`src/rtl/cnt_pkg.sv`:
```
package cnt_pkg;
   typedef enum logic [1:0] {
      MODE_BIN    = 2'd0,
      MODE_RELOAD = 2'd1,
      MODE_MATCH  = 2'd2,
      MODE_BIN2   = 2'd3
   } cnt_mode_e;
endpackage

```
`src/rtl/cnt_stage.sv`:
```
module cnt_stage #(
   parameter int W = 4
) (
   input  logic         clk,
   input  logic         clr,
   input  logic         ld,
   input  logic         enp,
   input  logic         ent,
   input  logic [W-1:0] d,
   output logic [W-1:0] q,
   output logic         rco
);
   localparam logic [W-1:0] TERM = {W{1'b1}};

   logic [W-1:0] q_r;
   logic [W-1:0] q_nxt;

   always_comb begin
      if (clr)
         q_nxt = '0;
      else if (ld)
         q_nxt = d;
      else if (enp && ent)
         q_nxt = q_r + {{(W-1){1'b0}}, 1'b1};
      else
         q_nxt = q_r;
   end

   always_ff @(posedge clk) begin
      q_r <= q_nxt;
   end

   assign q   = q_r;
   assign rco = ent && (q_r == TERM);
endmodule

```
`src/rtl/cnt_chain.sv`:
```
module cnt_chain #(
   parameter int STAGE_W = 4,
   parameter int STAGES  = 2
) (
   input  logic                       clk,
   input  logic                       clr,
   input  logic                       ld,
   input  logic                       enp,
   input  logic                       ent,
   input  logic [STAGE_W*STAGES-1:0]  d,
   output logic [STAGE_W*STAGES-1:0]  q,
   output logic                       rco
);
   logic [STAGES:0] carry;

   assign carry[0] = ent;

   for (genvar i = 0; i < STAGES; i++) begin : g_stage
      cnt_stage #(.W(STAGE_W)) u_stage (
         .clk (clk),
         .clr (clr),
         .ld  (ld),
         .enp (enp),
         .ent (carry[i]),
         .d   (d[i*STAGE_W +: STAGE_W]),
         .q   (q[i*STAGE_W +: STAGE_W]),
         .rco (carry[i+1])
      );
   end

   assign rco = carry[STAGES];
endmodule

```
`src/rtl/cnt_modctl.sv`:
```
module cnt_modctl
   import cnt_pkg::*;
#(
   parameter int W          = 8,
   parameter int RELOAD_VAL = 245,
   parameter int CLEAR_AT   = 10
) (
   input  logic [1:0]   mode,
   input  logic         clr,
   input  logic         load,
   input  logic         enp,
   input  logic         ent,
   input  logic [W-1:0] din,
   input  logic [W-1:0] count,
   output logic         clr_eff,
   output logic         ld_eff,
   output logic [W-1:0] d_eff
);
   localparam logic [W-1:0] RELOAD_W = W'(RELOAD_VAL);
   localparam logic [W-1:0] MATCH_W  = W'(CLEAR_AT);
   localparam logic [W-1:0] TERM     = {W{1'b1}};

   cnt_mode_e m;
   logic      run;
   logic      at_term;
   logic      at_match;

   assign m        = cnt_mode_e'(mode);
   assign run      = enp && ent;
   assign at_term  = (count == TERM);
   assign at_match = (count == MATCH_W);

   always_comb begin
      clr_eff = clr;
      ld_eff  = load;
      d_eff   = din;
      case (m)
         MODE_RELOAD: begin
            ld_eff = load || (at_term && run);
            d_eff  = load ? din : RELOAD_W;
         end
         MODE_MATCH: begin
            clr_eff = clr || (at_match && run);
         end
         default: ;
      endcase
   end
endmodule

```
`src/rtl/presettable_counter.sv`:
```
module presettable_counter #(
   parameter int STAGE_W    = 4,
   parameter int STAGES     = 2,
   parameter int RELOAD_VAL = 245,
   parameter int CLEAR_AT   = 10
) (
   input  logic                      clk,
   input  logic                      clr,
   input  logic                      load,
   input  logic                      enp,
   input  logic                      ent,
   input  logic [1:0]                mode,
   input  logic [STAGE_W*STAGES-1:0] din,
   output logic [STAGE_W*STAGES-1:0] count,
   output logic                      rco
);
   localparam int W = STAGE_W * STAGES;

   if (STAGE_W < 1) begin : g_bad_stage_w
      $error("STAGE_W must be at least 1");
   end
   if (STAGES < 1) begin : g_bad_stages
      $error("STAGES must be at least 1");
   end
   if (W > 30) begin : g_bad_width
      $error("total width must not exceed 30 bits");
   end
   if (RELOAD_VAL < 0 || RELOAD_VAL >= (1 << W)) begin : g_bad_reload
      $error("RELOAD_VAL does not fit the counter width");
   end
   if (CLEAR_AT < 0 || CLEAR_AT >= (1 << W)) begin : g_bad_match
      $error("CLEAR_AT does not fit the counter width");
   end

   logic         clr_eff;
   logic         ld_eff;
   logic [W-1:0] d_eff;

   cnt_modctl #(
      .W          (W),
      .RELOAD_VAL (RELOAD_VAL),
      .CLEAR_AT   (CLEAR_AT)
   ) u_modctl (
      .mode    (mode),
      .clr     (clr),
      .load    (load),
      .enp     (enp),
      .ent     (ent),
      .din     (din),
      .count   (count),
      .clr_eff (clr_eff),
      .ld_eff  (ld_eff),
      .d_eff   (d_eff)
   );

   cnt_chain #(
      .STAGE_W (STAGE_W),
      .STAGES  (STAGES)
   ) u_chain (
      .clk (clk),
      .clr (clr_eff),
      .ld  (ld_eff),
      .enp (enp),
      .ent (ent),
      .d   (d_eff),
      .q   (count),
      .rco (rco)
   );
endmodule

```
`config.mk`:
```
export PLATFORM = sky130hd
export DESIGN_NAME = presettable_counter
export DESIGN_NICKNAME = d
export VERILOG_FILES = /design/src/rtl/cnt_pkg.sv /design/src/rtl/cnt_stage.sv /design/src/rtl/cnt_chain.sv /design/src/rtl/cnt_modctl.sv /design/src/rtl/presettable_counter.sv
export SDC_FILE = /design/constraint.sdc
export NUM_CORES = 1
export LEC_CHECK = 0
export ABC_AREA = 0
export BUFFER_PORTS_ARGS = -buffer_cell sky130_fd_sc_hd__buf_2
export CAP_MARGIN = 20
export CORE_MARGIN = 1.5
export CORE_UTILIZATION = 30
export CTS_CLUSTER_DIAMETER = 100
export CTS_CLUSTER_SIZE = 25
export DETAILED_ROUTE_END_ITERATION = 10
export GPL_TIMING_DRIVEN = 1
export SLEW_MARGIN = 20
export SYNTH_ARGS = -nofsm -noshare
export SYNTH_HDL_FRONTEND = slang
export SYNTH_SLANG_ARGS = --single-unit
```
`constraint.sdc`:
```
create_clock -name clk -period 3 [get_ports clk]
set_input_delay 0.3 -clock clk [delete_from_list [all_inputs] [get_ports clk]]
set_output_delay 0.3 -clock clk [all_outputs]
set_load 0.02 [all_outputs]
```
; Word level (Yosys, flattened, before mapping)
; Index checks and enable logic that the tools add are counted.
[word_totals]
out_inout_bits = 9
register_bits = 8
[classes]
mux = 8
add_sub_neg = 2
n_reduce_logical = 10
eq_ne = 6
[op_table]
columns = op, n
row1 = $mux W4, 4
row2 = $mux W8, 2
row3 = $add A4 B1 Y4 const B, 2
row4 = $eq A4 B4 Y1 const B, 2
row5 = $eq A8 B4 Y1 const B, 1
row6 = $eq A8 B8 Y1 const B, 1
row7 = $logic_and A1 B1 Y1, 6
row8 = $reduce_bool A2 Y1, 2
row9 = $eq A2 B1 Y1 const B, 1
row10 = $eq A2 B2 Y1 const B, 1
row11 = $logic_or A1 B1 Y1, 2
row12 = $mux W1, 2

; Logic depth before layout (Yosys ltp)
[logic_depth]
depth_word = 5
mapped_depth = 5
ltp_nobuf = 5

; By module
; A second synthesis with hierarchy kept.
[hier_totals]
hier_cells = 66
area_unflattened_um2 = 543.0
[by_module_without_submodules]
columns = module, area_per_inst_um2, cells_per_inst, n_inst
row1 = cnt_stage, 207.7, 24, 2
row2 = cnt_modctl, 127.6, 18, 1

; Least setup slack after synthesis
; No wires, ideal clock.
[synth_path]
path_kind = reg2reg
from = reg u_chain.g_stage[0].u_stage.q_r[0]
to = reg u_chain.g_stage[1].u_stage.q_r[3]
arrival_ns = 1.550
path_stages_with_launch = 6
slack_ns = 1.351
n_path_buf = 0
period_less_slack_ns = 1.649
path_cell_list = dfxtp_1 inv_1 ha_1 and4bb_1 a41o_4 a2111oi_4
[synth_between]
elab_chain_len = 5
elab_cells_between_ends = 13
cone_classes = eq/ne: 3 / mux: 3 / reduce/logical: 7
[synth_lines]
columns = item, line
row1 = start: declaration, cnt_stage.sv:15  ; logic [W-1:0] q_r;
row2 = start signal: assignment, cnt_stage.sv:30  ; q_r <= q_nxt;
row3 = $eq A8 B8 Y1, cnt_modctl.sv:30  ; assign at_term = (count == TERM);
row4 = $logic_and A1 B1 Y1, cnt_modctl.sv:39  ; ld_eff = load || (at_term && run);
row5 = $logic_or A1 B1 Y1, cnt_modctl.sv:39
row6 = $mux W1, cnt_modctl.sv:37  ; case (m)
row7 = $mux W4 / $reduce_bool A2 Y1 (equally long branches), --
row8 = end signal: assignment, cnt_stage.sv:30
row9 = end: declaration, cnt_stage.sv:15
; Parallel ways exist; a longest one is shown, timed or not.
; A chain may end at the register's enable or synchronous reset.

; Worst setup path in the final report
[layout_path]
from = reg u_chain.g_stage[1].u_stage.q_r[0]
to = out rco
[layout_between]
elab_chain_len = 2
[layout_lines]
columns = item, line
row1 = $eq A4 B4 Y1, cnt_stage.sv:34  ; assign rco = ent && (q_r == TERM);
row2 = $logic_and A1 B1 Y1, cnt_stage.sv:34
row3 = end: declaration, presettable_counter.sv:15  ; output logic rco
; Every way passes these cells.

==> results.yml <==
floorplanning:
  dieArea_mm2: 0.00232
  core_mm2: 0.00194
  die_x_um: 48.1
  initial_core_util_pct: 31.4
  fp.dieH_um: 48.1
  ios: 24
  num_rows: 16
setup_path:
  worstSetupStartpointType: "flip-flop"
  critPathBufInv: 1
  rr_endpoint: "u_chain.g_stage[1].u_stage.q[3]"
  slowest_stage: "dfxtp_1"
  worstSetupPathType: "reg -> out"
  crit_path_max_incr_delay_ps: 400
  crit_chain: "ha_1 > and3_1 > and4_1 > buf_2"
  cp.arrival_ps: 1500
  worstPathRequired_ps: 2700
  worst_setup_path_end_kind: "output port"
  ff2ff_setup_slack_ps: 1350
  reg2reg_from: "u_chain.g_stage[1].u_stage.q[0]"
  critPathMaxFanout: 6
  rr_worst_depth: 5
  crit_family: "simple AND/OR/NAND/NOR gates"
finish:
  diodes: 0
  largest_reg_flops: 8
  drive_gt1_share_pct: 39.8
  layout-area-overhead-vs-synth_pct: 27.3
  nets: 109
synth:
  yosys_warnings: 0
  synthTopCellsByArea: "dfxtp_1 (26%), a2111oi_4 (9.0%), ha_1 (8.2%)"
  ys_types: 31
  synth_area_um2: 611
  yosysSeqAreaShare_pct: 26.2
  synth-seq-cells: 8
  yosysTopAreaCell: "dfxtp_1"
  synth_nets: 82
  syn_inst: 63
  post_synth.cell_area_avg_um2: 9.69
  yosysTopAreaCellShare_pct: 26.2
timing:
  fin_skew_ps: 2.39
  slew_violations: 0
  setup_tns_ps: 0
  hold_viol: 0
  worstMarginPinSlew_ps: 375
  hold_ws_ps: 298
  rsz0062_at_grt: "no"
  fmax_mhz: 555
  finalCriticalPeriod_ps: 1800
  timing.final.crit_share_pct: 60.1
  slew_headroom_pct: 74.9
  setup_viol: 0
grt:
  grt_pass1_wl_mm: 2.17
  grt_pass1_vias: 530
  antenna_found_initial: 0
  grtUsageTotal_pct: 13.8
  grt_max_degree: 16
  grt_overflow: 0
drt:
  wl_met3_um: 69
  dr_total_vias: 583
  routedWlPerCell_um: 12.7
  drt-vias-per-instance: 5.07
  drt-met1-wl_um: 658
  highest_layer: "met4"
  dr.pass1.iters: 4
  ant_nets: 0
  route.met2.wl_um: 718
  drcViolationCount: 0
  drt-total-wl_mm: 1.46
  drtIter0Drc: 11
clock_network:
  cts_tree: "done"
  cts_resized: 0
  clk_latency_ps: 260
  path_clk_slew_ps: 60
  cts_setup_buffers: 0
  cts_sinks: 8
  htreeDepth: 1
  cts_root_buf: "clkbuf_4"
  ctsHoldBuffers: 0
  cts_buffer_depth: 2
  numCtsBuffers: 3
place:
  hpwl_mm: 1.10
  gp_congestion: 0.740
  portBuffers: 23
power:
  vdd_drop_max_uv: 142
  p_per_area_mw_per_mm2: 357
  power_uw: 277
  leakagePower_nw: 0.344
worst_hold_path:
  min_to: "u_chain.g_stage[1].u_stage.q[2]"
  hold_depth: 3
  hold_class: "in -> reg"
  min_from: "din[6]"
run_status:
  outcome: "complete, no violations"
job:
  maxCapViolations: 0
-- synth_stat cells --
| cell | count |
|---|---|
| and4bb_1 | 1 |
| dfxtp_1 | 8 |
| a22oi_1 | 1 |
| nand2_2 | 1 |
| nor2_1 | 2 |
| o31ai_1 | 1 |
| nor3_1 | 2 |
| a21oi_1 | 3 |
| xor2_1 | 1 |
| a2111oi_4 | 2 |
| a221oi_1 | 2 |
| inv_1 | 7 |
| a31oi_1 | 1 |
| and2_1 | 1 |
| nor4_2 | 1 |
| nor2_4 | 1 |
| xnor2_1 | 1 |
| a2111oi_2 | 1 |
| a41oi_2 | 1 |
| ha_1 | 4 |
| buf_2 | 1 |
| nand2b_1 | 1 |
| and4_1 | 1 |
| a41o_4 | 1 |
| nor2b_1 | 3 |
| nand3_1 | 2 |
| nand2_1 | 1 |
| nand3_2 | 1 |
| o21ai_0 | 1 |
| a211oi_1 | 4 |
| and3_1 | 5 |
-- how the worst max path moves through the flow --
| stage | startpoint | endpoint | slack [ps] | depth (start not counted) |
|---|---|---|---|---|
| finish | u_chain.g_stage[1].u_stage.q[0] | rco | 1200 | 4 |
| global route | u_chain.g_stage[1].u_stage.q[0] | rco | 1090 | 4 |
| CTS | u_chain.g_stage[1].u_stage.q[0] | rco | 1180 | 4 |
| detailed placement | u_chain.g_stage[1].u_stage.q[0] | u_chain.g_stage[1].u_stage.q[3] | 1360 | 5 |
| global placement | u_chain.g_stage[1].u_stage.q[0] | u_chain.g_stage[1].u_stage.q[3] | 1370 | 5 |
| floorplan | u_chain.g_stage[0].u_stage.q[0] | u_chain.g_stage[1].u_stage.q[3] | 1350 | 5 |
-- final cells by class --
type                            count  area [um2]
Clock buffer                        3        22.5
Fill cell                         200        1160
Inverter                            7        26.3
Multi-Input combinational cell     47         419
Sequential cell                     8         160
Tap cell                           27        33.8
Timing Repair Buffer               23         115
-- metal layers --
metal / track usage (%) / vias up
met2: 20.0 / 18
li1: - / 292
met3: 3.33 / 2
met5: 0 / -
met1: 18.5 / 271
met4: 8.11 / 0
-- kinds of logic (layout without fill, tap and decap cells) --
kind of cell / Yosys count / count (layout) / synth area share, %
compound gates: 18 / 18 / 32.2
fa+ha+maj: 4 / 4 / 8.20
buf+inv: 8 / 33 / 5.12
flops: 8 / 8 / 26.2
xor+xnor: 2 / 2 / 2.87
simple gates: 23 / 23 / 25.4
-- cells in the final DEF (no fill, tap or decap), drive strengths merged, types with 2 or more instances in the layout --
master,count
clkbuf,3
buf,23
a221oi,2
inv,7
dfxtp,8
nor2b,3
a211oi,4
nand3,3
nor3,2
and3,5
a21oi,3
a2111oi,3
ha,4
nand2,2
nor2,3
-- worst reg2reg max path, cell delays in order (launching register included) --
cell and delay, ps:
dfxtp_1 350, ha_1 240, and3_1 240, a2111oi_4 380, and3_1 270, a2111oi_4 40
-- where the power goes --
group / switching [mW] / internal [mW]
combinational: 0.0387 / 0.0291
sequential: 0.00975 / 0.114
clock: 0.0401 / 0.0460
total: 0.0886 / 0.189
-- through the flow --
| step | util, % | setup slack (ps) | std cells | area [um2] |
|---|---|---|---|---|
| after global routing | 40.0 | 1090 | 115 | 777 |
| after CTS | 40.0 | 1180 | 115 | 777 |
| after floorplan | - | 1350 | 63 | 611 |
| after detailed placement | 38.9 | 1360 | 112 | 754 |
| final | 40.0 | 1200 | 115 | 777 |
| after global placement | 38.9 | 1370 | 112 | 754 |
Note: power is estimated with default switching activity, not from simulation.
